### src/rtl/arbPkg.sv
package arbPkg;
  // strobes from control to datapath
  typedef struct packed {
    logic load;       // re-arbitrate at this edge
    logic flagOwner;  // mark the current owner broken
  } arbStrobe_t;
endpackage

### src/rtl/arbDatapath.sv
module arbDatapath
  import arbPkg::*;
#(
  parameter int NUM_PORTS = 8
) (
  input  logic                                   clk,
  input  logic                                   rstN,
  input  logic [NUM_PORTS-1:0]                   reqN,
  input  logic [NUM_PORTS*$clog2(NUM_PORTS)-1:0] cfgPortMap,
  input  logic                                   cfgFixedPark,
  input  logic [NUM_PORTS-1:0]                   brokenClr,
  input  arbStrobe_t                             strobe,
  output logic [NUM_PORTS-1:0]                   gntN,
  output logic [NUM_PORTS-1:0]                   brokenStat,
  output logic                                   ownerHold
);
  localparam int PW    = $clog2(NUM_PORTS);
  localparam int HALF  = NUM_PORTS / 2;
  localparam int SLOTS = HALF + 1;
  localparam int SW    = $clog2(SLOTS);
  localparam int LW    = $clog2(HALF);

  logic [PW-1:0]        ownerPort;
  logic                 ownerValid, ownerWon;
  logic [SW-1:0]        hiPtr;
  logic [LW-1:0]        loPtr;
  logic [NUM_PORTS-1:0] broken;

  logic [NUM_PORTS-1:0] effReq;
  logic [NUM_PORTS-1:0] posReq, posMapped;
  logic [PW-1:0]        posPort [NUM_PORTS];
  logic [LW-1:0]        loHead, loWin;
  logic                 loHit;
  logic [SLOTS-1:0]     hiVec;
  logic [SW-1:0]        hiWin;
  logic                 hiHit;
  logic [PW-1:0]        winPos, parkPos;
  logic                 parkOk;

  assign effReq = ~reqN & ~broken;

  // port-to-position mapping
  always_comb begin
    posReq    = '0;
    posMapped = '0;
    for (int q = 0; q < NUM_PORTS; q++) posPort[q] = '0;
    for (int p = 0; p < NUM_PORTS; p++) begin
      posReq[cfgPortMap[p*PW +: PW]]    = posReq[cfgPortMap[p*PW +: PW]] | effReq[p];
      posMapped[cfgPortMap[p*PW +: PW]] = 1'b1;
      posPort[cfgPortMap[p*PW +: PW]]   = PW'(p);
    end
  end

  // lower-level rotating pick
  assign loHead = cfgFixedPark ? '0 : loPtr;
  always_comb begin
    loHit = 1'b0;
    loWin = '0;
    for (int i = 0; i < HALF; i++) begin
      if (!loHit && posReq[HALF + ((int'(loHead) + i) % HALF)]) begin
        loHit = 1'b1;
        loWin = LW'((int'(loHead) + i) % HALF);
      end
    end
  end

  // upper-level rotating pick, lower level as last slot
  assign hiVec = {loHit, posReq[HALF-1:0]};
  always_comb begin
    hiHit = 1'b0;
    hiWin = '0;
    for (int i = 0; i < SLOTS; i++) begin
      if (!hiHit && hiVec[(int'(hiPtr) + i) % SLOTS]) begin
        hiHit = 1'b1;
        hiWin = SW'((int'(hiPtr) + i) % SLOTS);
      end
    end
  end

  assign winPos  = (int'(hiWin) == HALF) ? PW'(HALF + int'(loWin)) : PW'(hiWin);
  assign parkPos = PW'(HALF + int'(loHead));
  assign parkOk  = posMapped[parkPos] & ~broken[posPort[parkPos]];

  assign ownerHold = ownerValid & ownerWon & effReq[ownerPort];

  always_ff @(posedge clk) begin
    if (!rstN) begin
      ownerPort  <= '0;
      ownerValid <= 1'b0;
      ownerWon   <= 1'b0;
      hiPtr      <= '0;
      loPtr      <= '0;
      broken     <= '0;
    end else begin
      if (strobe.load) begin
        if (hiHit) begin
          ownerPort  <= posPort[winPos];
          ownerValid <= 1'b1;
          ownerWon   <= 1'b1;
          hiPtr      <= (int'(hiWin) == SLOTS-1) ? '0 : hiWin + 1'b1;
          if (int'(hiWin) == HALF && !cfgFixedPark) loPtr <= loWin;
        end else if (parkOk) begin
          ownerPort  <= posPort[parkPos];
          ownerValid <= 1'b1;
          ownerWon   <= 1'b0;
        end else begin
          ownerValid <= 1'b0;
          ownerWon   <= 1'b0;
        end
      end
      broken <= (broken & ~brokenClr) |
                (strobe.flagOwner ? (NUM_PORTS'(1) << ownerPort) : '0);
    end
  end

  always_comb begin
    gntN = '1;
    if (ownerValid) gntN[ownerPort] = 1'b0;
  end

  assign brokenStat = broken;
endmodule

### src/rtl/arbControl.sv
module arbControl
  import arbPkg::*;
#(
  parameter int TIMEOUT_CYCLES = 16
) (
  input  logic       clk,
  input  logic       rstN,
  input  logic       frameN,
  input  logic       irdyN,
  input  logic       cfgDetectEn,
  input  logic       ownerHold,
  output arbStrobe_t strobe
);
  localparam int CW = $clog2(TIMEOUT_CYCLES + 1);

  logic [CW-1:0] waitCnt;
  logic          started;
  logic          busIdle, waiting, expire;

  assign busIdle = frameN & irdyN;
  assign waiting = ownerHold & ~started & frameN;
  assign expire  = waiting & (waitCnt == CW'(TIMEOUT_CYCLES - 1));

  assign strobe.load      = busIdle & ~ownerHold;
  assign strobe.flagOwner = expire & cfgDetectEn;

  always_ff @(posedge clk) begin
    if (!rstN) begin
      waitCnt <= '0;
      started <= 1'b0;
    end else if (strobe.load) begin
      waitCnt <= '0;
      started <= 1'b0;
    end else if (ownerHold && !frameN) begin
      started <= 1'b1;
    end else if (waiting && !expire) begin
      waitCnt <= waitCnt + 1'b1;
    end
  end
endmodule

### src/rtl/twoLevelArbiter.sv
module twoLevelArbiter
  import arbPkg::*;
#(
  parameter int NUM_PORTS      = 8,
  parameter int TIMEOUT_CYCLES = 16
) (
  input  logic                                   clk,
  input  logic                                   rstN,
  input  logic [NUM_PORTS-1:0]                   reqN,
  input  logic                                   frameN,
  input  logic                                   irdyN,
  input  logic [NUM_PORTS*$clog2(NUM_PORTS)-1:0] cfgPortMap,
  input  logic                                   cfgDetectEn,
  input  logic                                   cfgFixedPark,
  input  logic [NUM_PORTS-1:0]                   brokenClr,
  output logic [NUM_PORTS-1:0]                   gntN,
  output logic [NUM_PORTS-1:0]                   brokenStat
);
  arbStrobe_t strobe;
  logic       ownerHold;

  arbControl #(.TIMEOUT_CYCLES(TIMEOUT_CYCLES)) ctrl (
    .clk(clk), .rstN(rstN), .frameN(frameN), .irdyN(irdyN),
    .cfgDetectEn(cfgDetectEn), .ownerHold(ownerHold), .strobe(strobe)
  );

  arbDatapath #(.NUM_PORTS(NUM_PORTS)) dp (
    .clk(clk), .rstN(rstN), .reqN(reqN), .cfgPortMap(cfgPortMap),
    .cfgFixedPark(cfgFixedPark), .brokenClr(brokenClr), .strobe(strobe),
    .gntN(gntN), .brokenStat(brokenStat), .ownerHold(ownerHold)
  );
endmodule

### config.mk
export PLATFORM = sky130hd
export DESIGN_NAME = twoLevelArbiter
export DESIGN_NICKNAME = d
export VERILOG_FILES = /design/src/rtl/arbPkg.sv /design/src/rtl/arbDatapath.sv /design/src/rtl/arbControl.sv /design/src/rtl/twoLevelArbiter.sv
export SDC_FILE = /design/constraint.sdc
export NUM_CORES = 1
export LEC_CHECK = 0
export ABC_AREA = 0
export BUFFER_PORTS_ARGS = -buffer_cell sky130_fd_sc_hd__buf_2
export CAP_MARGIN = 15
export CORE_ASPECT_RATIO = 2
export CORE_MARGIN = 2
export CORE_UTILIZATION = 50
export CTS_BUF_LIST = sky130_fd_sc_hd__clkbuf_4 sky130_fd_sc_hd__clkbuf_8
export CTS_CLUSTER_SIZE = 10
export DETAILED_ROUTE_END_ITERATION = 10
export PLACE_DENSITY = 0.69
export SLEW_MARGIN = 15
export SYNTH_ARGS = -nofsm -noshare
export SYNTH_HDL_FRONTEND = slang
export SYNTH_SLANG_ARGS = --single-unit
### constraint.sdc
create_clock -name clk -period 7.93 [get_ports clk]
set_input_delay 1.586 -clock clk [delete_from_list [all_inputs] [get_ports clk]]
set_output_delay 1.586 -clock clk [all_outputs]
set_load 0.02 [all_outputs]
# == Yosys cells after proc, flatten, opt, wreduce, memory -nomap -nowiden ==
# Memories as Yosys holds them, arrays and structs flattened.
# Cells that the tools add are included.
# word_totals
register_bits,24
rom_bits,8
word_cells,306
memories,1
# classes
add_sub_neg,14
div,5
order_cmp,45
eq_ne,2
n_shift,1
muxes,121
n_bitwise,64
reduce_logical,45
# mem_list
name,words,width,read_ports,rd_clocked_by_memory_dff,wr,line,text
(no name shown),8,1,1,0,0,arbDatapath.sv:48,posReq[cfgPortMap[p*PW +: PW]] = posReq[cfgPortMap[p*PW +: PW]] | effReq[p];
# ops
op,count
$lt A32 B5 Y1 const B,9
$mod A32 B4 Y32 const B,4
$or A8 B8 Y8,9
$demux W3 S3,7
$mux W3,20
$bmux W1 S3,19
$bwmux W8,7
$not A8 Y8,7
$mux W1,50
$and A8 B8 Y8,6
$or A16 B16 Y16,3
$lt A3 B4 Y1 const B,11
$ge A4 B4 Y1 const B,9
$not A3 Y4,9
$mod A4 B4 Y32 const B,1
$not A16 Y16,2
$lt A4 B1 Y1 const B,7
$demux W1 S3,9
$ge A3 B1 Y1 const B,9
$logic_and A1 B1 Y1,26
$or A24 B24 Y24,1
$bmux W3 S3,2
$and A15 B16 Y16,1
$and A16 B16 Y16,1
other kinds (24),68

# == Depth between registers and ports, before layout ==
# Gate-level depths: netlist of the first run.
# logic_depth
word_depth,69
ltp_mapped,29

# == Modules after synthesis ==
# From an unflattened synthesis of the first run, not the netlist that was laid out.
# hier_totals
hier_cells,1055
hier_area_um2,7108.1
# modules_own_cells
mod,instances,cells_per_inst,area_each_um2,seq_area_each_um2
arbDatapath,1,1020,6807.8,360.3
arbControl,1,35,300.3,120.1

# == Least setup slack after synthesis of the first run ==
# Ideal clock, no wire load.
# synth_path
path_kind,in2reg
startpoint,input cfgPortMap[7]
endpoint,register dp.ownerPort[0]
t_arrival_ps,6850
path_slack_ps,1001
path_stages,25
path_buffers,2
cell_sequence,or3b_1 -> buf_2 -> nor2_1 -> a32oi_1 -> a41oi_2 -> o2111ai_2 -> a21oi_4 -> a21oi_2 -> a2111oi_4 -> a211oi_1 -> a211o_1 -> a211oi_2 -> o311ai_2 -> and3b_1 -> nor4_1 -> nand3_1 -> a31o_1 -> o21ai_1 -> ha_1 -> nand2_1 -> o21ai_2 -> buf_6 -> mux2_4 -> o2111a_1 -> a211oi_2
# synth_via
elab_chain_cells,61
word_cells_on_any_way,131
cone_classes,1 x add/sub; 4 x order compare; 1 x eq/ne; 80 x mux; 27 x bitwise; 18 x reduce/logical
# synth_rtl
element,line,text
"start, declared",twoLevelArbiter.sv:12,"input logic [NUM_PORTS*$clog2(NUM_PORTS)-1:0] cfgPortMap,"
$lt A3 B4 Y1 (implied by the code) / $ge A3 B1 Y1 (equally long branches),"arbDatapath.sv:48, arbDatapath.sv:49",
$logic_and A1 B1 Y1 (implied by the code),"arbDatapath.sv:48, arbDatapath.sv:49",
$mux W1 (implied by the code),"arbDatapath.sv:48, arbDatapath.sv:49",
$demux W1 S3,n/a,
$bwmux W8,arbDatapath.sv:48,
$bmux W1 S3,arbDatapath.sv:48,
$mux W1 (implied by the code),arbDatapath.sv:48,
$or A1 B1 Y1,arbDatapath.sv:48,
(+44 left out),n/a,
$logic_and A1 B1 Y1,arbDatapath.sv:73,if (!hiHit && hiVec[(int'(hiPtr) + i) % SLOTS]) begin
$mux W3,arbDatapath.sv:73,
$eq A3 B3 Y1,arbDatapath.sv:80,assign winPos = (int'(hiWin) == HALF) ? PW'(HALF + int'(loWin)) : PW'(hiWin);
$mux W3,arbDatapath.sv:80,
$not A3 Y4 (implied by the code),arbDatapath.sv:97,ownerPort <= posPort[winPos];
$bmux W3 S3,arbDatapath.sv:97,
$mux W3 (implied by the code) (2 in series),arbDatapath.sv:97,
$mux W3,arbDatapath.sv:96,if (hiHit) begin
"end signal, assigned",arbDatapath.sv:97,
"end signal, assigned",arbDatapath.sv:103,ownerPort <= posPort[parkPos];
"end, declared",arbDatapath.sv:23,logic [PW-1:0] ownerPort;
# Parallel ways exist; a longest one is shown, timed or not. The select of a mux whose other input is x is not followed.
# A chain may end at the register's enable or synchronous reset.

# == Final worst setup path of the first run ==
# layout_path
startpoint,input cfgPortMap[1]
endpoint,register dp.ownerPort[0]
# layout_via
elab_chain_cells,69
word_cells_on_any_way,116
cone_classes,1 x add/sub; 2 x order compare; 1 x eq/ne; 76 x mux; 18 x bitwise; 17 x reduce/logical; 1 x memory
# layout_rtl
element,line
$lt A3 B4 Y1 (implied by the code) / $ge A3 B1 Y1 (equally long branches),"arbDatapath.sv:48, arbDatapath.sv:49"
$logic_and A1 B1 Y1 (implied by the code),"arbDatapath.sv:48, arbDatapath.sv:49"
$mux W1 (implied by the code),"arbDatapath.sv:48, arbDatapath.sv:49"
$demux W1 S3,n/a
$and A8 B8 Y8 (no line),n/a
$bmux W1 S3,arbDatapath.sv:48
$mux W1 (implied by the code),arbDatapath.sv:48
$or A1 B1 Y1,arbDatapath.sv:48
(+52 left out),n/a
$logic_and A1 B1 Y1,arbDatapath.sv:73
$mux W3,arbDatapath.sv:73
$eq A3 B3 Y1,arbDatapath.sv:80
$mux W3,arbDatapath.sv:80
$not A3 Y4 (implied by the code),arbDatapath.sv:97
$bmux W3 S3,arbDatapath.sv:97
$mux W3 (implied by the code) (2 in series),arbDatapath.sv:97
$mux W3,arbDatapath.sv:96
# Parallel ways exist; a longest one is shown, timed or not. The select of a mux whose other input is x is not followed.

==> summary.txt, run 1 <==
CTS
  – TritonCTS clock tree: yes
  – Worst skew pair latency: 270 ps
  – Clock transition at the registers of the reported paths: 90 ps
  – Num Clock Sinks: 24
  – Clock Path Buffers: 2
  – Num CTS Buffers: 3
  – CTS root buf: clkbuf_8
  – # H-tree levels: 1
  – CTS Hold Buffers Added: 0

Pwr
  – Reg power frac: 9.1%
  – Tot Pwr: 0.00191 W
  – VDD IR max: 0.220 mV
  – Clk pwr share: 3.9%
  – Leakage dissipation: 2.97 nW
  – Cell Int Power: 0.000870 W
  – NetSw: 0.00105 W
  – Pwr Density: 255 nW/µm²
  – Part of the power in combinational logic: 87.0%
  – Net Sw Frac: 54.6%

Detailed routing
  – Vias/cell: 7.01
  – DRC: 0
  – DRT Pass-1 Iters: 8
  – Final ANT Viol Nets: 0
  – DRT iter0 DRCs: 905
  – Total wire length: 30.7 mm
  – Via total after detailed routing: 8440
  – Routed length per instance: 25.5 µm

Synthesis
  – Seq cells post-synth: 24
  – Ys flop type: dfxtp_1
  – Synth async-reset ratio: 0%
  – Syn_nets: 1043
  – Top-area cell type share of the netlist area: 7.19%
  – Distinct cells, synth: 103
  – YS warnings: 0
  – Mean area per synthesized cell: 6.89 µm²
  – Synthesized area: 6680 µm²
  – EDFF count, synth: 0
  – Ranking of synthesized cells by area: dfxtp_1, nor2_1, nand2_1
  – Share of the yosys chip area belonging to registers: 7.19%
  – Post-synth top area cell: dfxtp_1
  – Commonest cells post-synth: nor2_1, nand2_1, o21ai_0
  – Most frequent cell after synthesis: nor2_1
  – Synth Instances: 969

Floorplan
  – Die height: 167 µm
  – Ports: 62
  – Initial Util: 51.1%
  – Die ar.: 14400 µm²
  – Die W: 85.7 µm
  – Core Box Area: 13100 µm²
  – FP Rows: 59

Finish
  – P&R area growth vs syn: 12.6%
  – Final core utilization: 57.6%
  – ANT cells: 0
  – Layout cell share with drive strength beyond 1: 21.1%
  – Final nets: 1128

STA
  – Slew Limit Headroom: 29.2%
  – # setup viols final: 0
  – Slew @ Worst Pin: 1050 ps
  – TNS Setup: 0 ps
  – Fin. max-slew vios: 0
  – Final hold slack: 480 ps
  – Clock skew: 5.25 ps
  – Crit share post-route: 96.0%
  – Final hold viol count: 0
  – RSZ-0062 raised after global routing: no
  – Tmin final: 7610 ps
  – Fmax: 131 MHz

GRT
  – Initial antenna violation count: 0
  – Largest net degree at the start of global routing: 20
  – GRT overflow: 0
  – Vias in the first global route: 8301
  – GRT Total Usage: 43.1%
  – First-pass GRT wire length: 47.8 mm

Setup path
  – CP Capture Type: register
  – Critical Path Stages: 28
  – CP Launch Point: cfgPortMap[1]
  – Critical path arrival: 7810 ps
  – R2R depth: 27
  – RR Startpoint: dp.brokenStat[0]$_SDFF_PN0_
  – Reg2reg end: dp.ownerPort[0]$_SDFFE_PN0P_
  – Worst Setup Path Type: input pin to register
  – CP max stage cell: a2111oi_4
  – Worst setup SP type: input pin
  – CP Buf/Inv Count: 5
  – Worst-path maximum fanout: 7
  – Critical Path RT: 8130 ps
  – CP Capture Point: dp.ownerPort[0]$_SDFFE_PN0P_
  – Reg2reg setup slack: 1300 ps
  – Cell family with most CP delay: compound AO/OA/AOI/OAI gates
  – Max incr delay on CP: 540 ps

Run status
  – Run status: finished, final reports clean

Min path
  – Hold crit path type: register to register

Placed design
  – RePlAce Congestion: 1.10
  – Dpl hpwl: 24.5 mm
  – IO Port Bufs: 61

Flow run
  – Max-cap violations: 0
[state kept, by name (all words and copies together), names as in the netlist]
register / count
dp.brokenStat: 8
ctrl.waitCnt: 5
dp.hiPtr: 3
dp.ownerPort: 3
dp.loPtr: 2
ctrl.started: 1
dp.ownerValid: 1
dp.ownerWon: 1
[power groups by stage]
stage | logic (W) | registers [W] | clock network [W]
6_report | 0.00167 | 0.000174 | 0.0000748
5_1_grt | 0.00179 | 0.000177 | 0.0000815
4_1_cts | 0.00159 | 0.000172 | 0.0000756
3_5_place_dp | 0.00159 | 0.000175 | 0
3_3_place_gp | 0.00157 | 0.000175 | 0
2_1_floorplan | 0.00110 | 0.000144 | 0
[routing by layer]
layer  routed length [µm]  global-route usage, %
met1                 9550                   39.9
met5                    0                      0
met4                 3780                   39.6
met3                 1930                   12.1
met2                15400                   73.7
[through the flow]
| step | setup slack [ps] | instances | cell area [µm²] |
|---|---|---|---|
| floorplan | 1000 | 969 | 6680 |
| global placement | 74.1 | 1194 | 7350 |
| detailed placement | 71.9 | 1194 | 7350 |
| CTS | 327 | 1197 | 7390 |
| global route | 29.3 | 1204 | 7520 |
| finish | 318 | 1204 | 7520 |
[worst min path at each step]
stage / startpoint / endpoint / depth (start not counted)
final: ctrl.started$_SDFFE_PP0P_ / ctrl.started$_SDFFE_PP0P_ / 2
after global routing: ctrl.waitCnt[4]$_SDFFE_PP0P_ / ctrl.waitCnt[4]$_SDFFE_PP0P_ / 2
after CTS: ctrl.started$_SDFFE_PP0P_ / ctrl.started$_SDFFE_PP0P_ / 2
after detailed placement: ctrl.started$_SDFFE_PP0P_ / ctrl.started$_SDFFE_PP0P_ / 2
after global placement: ctrl.started$_SDFFE_PP0P_ / ctrl.started$_SDFFE_PP0P_ / 2
after floorplan: ctrl.started$_SDFFE_PP0P_ / ctrl.started$_SDFFE_PP0P_ / 2
[cell usage in the layout (no fill, tap or decap), types with 6 or more instances in the layout]
cell type and n:
a31oi_1 13, mux2i_1 15, o21ai_0 54, xnor2_1 22
xor2_1 15, a32oi_1 11, a21oi_2 6, nor4_1 10
a21o_1 8, nor3_1 46, o211ai_1 15, nor3b_1 16
mux2_2 8, buf_4 70, ha_1 27, o21a_1 7
or2_2 10, nand3b_1 14, o31a_1 6, or3b_2 6
nand2_1 100, a21oi_1 50, buf_2 61, a211oi_1 22
nor2b_1 19, nand2b_1 10, nor2_1 108, dfxtp_1 24
inv_1 31, and3b_1 10, a311oi_1 11, a22oi_1 8
or3_1 9, nand3_1 47, and3_1 6, and2_1 9
nand4_1 15
[worst register-to-register path, stage by stage (launching register included)]
cell and delay [ps]:
dfxtp_1 460, nor3_2 70, buf_4 180, a22oi_1 410, nand3_1 290, o211ai_1 510, nor3_1 200, a31oi_2 320
nor3_1 110, nor4_1 510, nor4_4 140, o211ai_4 160, nor2_2 140, a2111oi_4 540, nor4_1 110, buf_4 170
nor4_1 240, buf_4 180, nand3_1 90, a31o_1 240, o21ai_1 100, ha_1 210, nand2_1 90, o21ai_2 230
buf_12 150, mux2_4 290, o2111a_1 240, a211oi_2 180
[cell families (layout without fill, tap and decap cells)]
| logic type | count (synthesis) | count (layout) | synth area share, % |
|---|---|---|---|
| flip-flops | 24 | 24 | 7.19 |
| AND/OR/NAND/NOR | 471 | 471 | 37.5 |
| multiplexers | 27 | 27 | 4.72 |
| adder cells (fa/ha/maj) | 28 | 28 | 5.36 |
| AO/OA/AOI/OAI | 297 | 298 | 33.5 |
| XOR/XNOR | 37 | 37 | 4.85 |
| buffers and inverters | 85 | 167 | 6.91 |
[area by class of cell]
class | count | area, µm²
Multi-Input combinational cell | 861 | 5820
Fill cell | 1391 | 5550
Timing Repair Buffer | 133 | 871
Sequential cell | 24 | 480
Tap cell | 152 | 190
Inverter | 31 | 116
Clock buffer | 3 | 41.3
[timing repair]
| item | 4_1_cts | 5_1_grt |
|---|---|---|
| gates resized for setup | 0 | 12 |
| buffers inserted | 0 | 6 |
| endpoints found under the hold margin | 0 | 0 |
| setup endpoints to repair | 0 | 2 |
(Power assumes the default switching activity.)
==> inputs of run 2 (changes only) <==
Settings changed: CTS_BUF_LIST sky130_fd_sc_hd__clkbuf_4 sky130_fd_sc_hd__clkbuf_8 to sky130_fd_sc_hd__clkbuf_16.
Clock period 7.93 ns to 7.8 ns, I/O delays scaled along.
==> run 2 against run 1 <==
Compared with the run above:
- the flow now stops in global routing (5_1_grt)
- synthesized area stayed put
- synthesized cell count did not move
==> summary.txt, run 2 <==
Synthesis
  – Distinct cells, synth: 103 (unchanged)
  – Commonest cells post-synth: nor2_1, nand2_1, o21ai_0
  – Mux contribution to synthesized area: 4.72% (unchanged)
  – Synthesized area: 6680 µm² (unchanged)
  – Most frequent cell after synthesis: nor2_1
  – Seq cells post-synth: 24 (unchanged)
  – Syn_nets: 1043 (unchanged)
  – Post-synth top area cell: dfxtp_1
  – Ys flop type: dfxtp_1
  – Synth async-reset ratio: 0% (unchanged)
  – EDFF count, synth: 0 (unchanged)
  – Ranking of synthesized cells by area: dfxtp_1, nor2_1, nand2_1
  – Adder-Cell Fraction of Synth Area: 5.36% (unchanged)
  – YS warnings: 0 (unchanged)
  – Share of the yosys chip area belonging to registers: 7.19% (unchanged)
  – Simple-gate share of the synthesized area: 37.5% (unchanged)
  – Top-area cell type share of the netlist area: 7.19% (unchanged)
  – Largest family of logic cells by synthesized area: simple AND/OR/NAND/NOR gates
  – Post-Synth XOR/XNOR Area: 4.85% (unchanged)
  – Compound-Gate Fraction of Synth Area: 33.5% (unchanged)
  – Synth Instances: 969 (unchanged)
  – Mean area per synthesized cell: 6.89 µm² (unchanged)

Run status
  – Tool error: [ERROR GRT-0116] Global routing finished with congestion. Check the congestion regions in the DRC Viewer.
  – Run status: aborted with a tool error
  – Failed at: global routing (5_1_grt)

CTS
  – # H-tree levels: 1 (unchanged)
  – Clock Path Buffers: 2 (unchanged)
  – Num CTS Buffers: 3 (unchanged)
  – CTS root buf: clkbuf_16
  – Postcts setup bufs: 0 (unchanged)
  – Post-CTS sizing: 0 (unchanged)
  – Num Clock Sinks: 24 (unchanged)
  – CTS Hold Buffers Added: 0 (unchanged)

GRT
  – First-pass GRT wire length: 51.7 mm
  – Largest net degree at the start of global routing: 20
  – Vias in the first global route: 9221
  – GRT overflow: 11
  – GRT Total Usage: 46.5%

Placed design
  – Setup WS pre-CTS: -5.65 ps (-77.5 ps)
  – Dpl hpwl: 25.9 mm (+5.7%)
  – RePlAce Congestion: 1.11 (+0.59%)
  – IO Port Bufs: 61 (unchanged)
  – Dpl cells: 1252 (+4.9%)

Floorplan
  – FP Rows: 59 (unchanged)
  – Die height: 167 µm (unchanged)
  – Initial Util: 51.1% (unchanged)
  – Die W: 85.7 µm (unchanged)
  – Ports: 62 (unchanged)
[run 2: metal layers]
metal / GRT usage [%] / GRT overflow
met3: 15.6 / 0
met2: 77.5 / 9
met4: 49.3 / 2
met5: 0 / 0
met1: 40.6 / 0
[run 2: cells by family after synthesis]
family | Yosys count
XOR/XNOR | 37
AO/OA/AOI/OAI | 297
buffers and inverters | 85
flip-flops | 24
AND/OR/NAND/NOR | 471
multiplexers | 27
adder cells (fa/ha/maj) | 28
[run 2: metrics by stage]
| step | hold WS [ps] | util, % | instance area (µm²) |
|---|---|---|---|
| after global placement | 453 | 59.4 | 7760 |
| after detailed placement | 466 | 59.4 | 7760 |
| after CTS | 480 | 60.0 | 7840 |
| after floorplan | 441 | - | 6680 |
==> inputs of run 3 (changes only) <==
Settings changed: CORE_ASPECT_RATIO 2 to not set, CORE_UTILIZATION 50 to 35, CTS_BUF_LIST sky130_fd_sc_hd__clkbuf_16 to not set, CTS_CLUSTER_SIZE 10 to not set, PLACE_DENSITY 0.69 to not set, PLACE_DENSITY_LB_ADDON set to 0.15.
==> run 3 against run 2 <==
Compared with the run above:
- the run now ends clean
==> summary.txt, run 3 (synthesis gave the netlist of run 1 again) <==
CTS
  – CTS Hold Buffers Added: 0 (unchanged)
  – Clock transition at the registers of the reported paths: 60 ps
  – # H-tree levels: 1 (unchanged)
  – CTS root buf: clkbuf_16
  – Worst skew pair latency: 260 ps
  – Num CTS Buffers: 3 (unchanged)
  – TritonCTS clock tree: yes
  – Clock Path Buffers: 2 (unchanged)
  – Num Clock Sinks: 24 (unchanged)

STA
  – Crit share post-route: 96.8%
  – Fin. max-slew vios: 0
  – Clock skew: 4.31 ps
  – Slew @ Worst Pin: 736 ps
  – Setup slack after layout: 249 ps
  – # setup viols final: 0
  – Final hold viol count: 0
  – Tmin final: 7550 ps
  – Fmax: 132 MHz
  – Slew Limit Headroom: 50.8%

Setup path
  – Worst Setup Path Type: input pin to register
  – CP Capture Type: register
  – Cell family with most CP delay: compound AO/OA/AOI/OAI gates
  – Max incr delay on CP: 420 ps
  – Worst-path maximum fanout: 7
  – CP max stage cell: a211oi_4
  – Critical Path RT: 7950 ps
  – CP Buf/Inv Count: 4
  – Critical path arrival: 7700 ps
  – Crit path top cell by count: buf_4
  – Worst setup SP type: input pin

Detailed routing
  – DRT Pass-1 Iters: 6
  – Final ANT Viol Nets: 0
  – DRC: 0
  – Routed length per instance: 21.3 µm
  – DRT iter0 DRCs: 831
  – Via total after detailed routing: 8012
  – Vias/cell: 6.34
  – Total wire length: 26.9 mm

Pwr
  – Pwr Density: 242 nW/µm²
  – Leakage dissipation: 2.87 nW
  – VDD IR max: 0.168 mV

Finish
  – Commonest non-fill, non-tap cell in the layout: nor2_1
  – Final nets: 1105
  – P&R area growth vs syn: 11.7%
  – Layout cell share with drive strength beyond 1: 19.3%
  – Commonest non-fill, non-tap cells in the layout: nor2_1, nand2_1, buf_2, o21ai_0, a21oi_1
  – ANT cells: 0
  – Design area: 7460 µm²
  – Max reg flops: 8

GRT
  – GRT overflow: 0
  – First-pass GRT wire length: 41.6 mm
  – Vias in the first global route: 7402
  – Largest net degree at the start of global routing: 20
  – GRT Total Usage: 25.8%
  – Initial antenna violation count: 0

Floorplan
  – Die ar.: 20200 µm²
  – Core Box Area: 18700 µm²
  – Ports: 62 (unchanged)
  – Die W: 142 µm (+66%)
  – Initial Util: 35.7% (-15 points)
  – Die height: 142 µm (-15%)
  – FP Rows: 50 (-15%)

Flow run
  – Max-cap violations: 0

Placed design
  – IO Port Bufs: 61 (unchanged)
  – Setup WS pre-CTS: 104 ps (+110 ps)
  – RePlAce Congestion: 1.02 (-7.6%)
  – Dpl hpwl: 21.2 mm (-18%)
  – Cell area after placement: 7230 µm² (-6.8%)

Run status
  – Run status: finished, final reports clean

Min path
  – Hold crit path type: register to register
## run 3: repair_timing
item	in CTS	in global routing
buffers inserted	0	9
setup endpoints to repair	0	2
resized for setup	0	9
## run 3: metal layers
| metal | GRT usage (%) | vias to the layer above | wire length, µm |
|---|---|---|---|
| met5 | 0 | - | 0 |
| met4 | 8.47 | 0 | 964 |
| met3 | 3.16 | 75 | 2050 |
| met2 | 40.9 | 434 | 11800 |
| met1 | 36.1 | 3722 | 12100 |
| li1 | - | 3781 | - |
## run 3: final cells by class
| class | count | area (µm²) |
|---|---|---|
| multi-input combinational | 861 | 5790 |
| fill | 2002 | 11200 |
| clock buffer | 3 | 75.1 |
| timing repair buffer | 110 | 673 |
| sequential | 24 | 480 |
| clock inverter | 1 | 30.0 |
| tap | 234 | 293 |
| inverter | 31 | 116 |
## run 3: final timing paths
path / start / endpoint / slack, ps / depth (start not counted)
worst max-delay path: cfgPortMap[1] / dp.ownerPort[2]$_SDFFE_PN0P_ / 250 / 27
worst max register to register: dp.brokenStat[0]$_SDFF_PN0_ / dp.ownerPort[2]$_SDFFE_PN0P_ / 1280 / 26
worst min-delay path: ctrl.started$_SDFFE_PP0P_ / ctrl.started$_SDFFE_PP0P_ / 470 / 2
worst min register to register: ctrl.started$_SDFFE_PP0P_ / ctrl.started$_SDFFE_PP0P_ / 470 / 2
## run 3: stage by stage
step | power (W) | hold WS [ps] | setup TNS [ps] | instances | util, %
after global routing | 0.00195 | 491 | -10.5 | 1264 | 39.9
final | 0.00180 | 474 | 0 | 1264 | 39.9
after floorplan | 0.00126 | 441 | 0 | 969 | -
after detailed placement | 0.00163 | 462 | 0 | 1250 | 38.7
after CTS | 0.00178 | 478 | 0 | 1254 | 39.2
after global placement | 0.00163 | 450 | 0 | 1250 | 38.7
## run 3: worst min-delay path, stage by stage, from the launching register on
cell,delay (ps)
dfxtp_1,330
nor2_1,50
nor2_1,70
## run 3: power breakdown
part	switching [W]	internal, W	total (W)
combinational	0.000871	0.000606	0.00148
clock	0.0000446	0.000102	0.000147
sequential	0.0000433	0.000136	0.000179
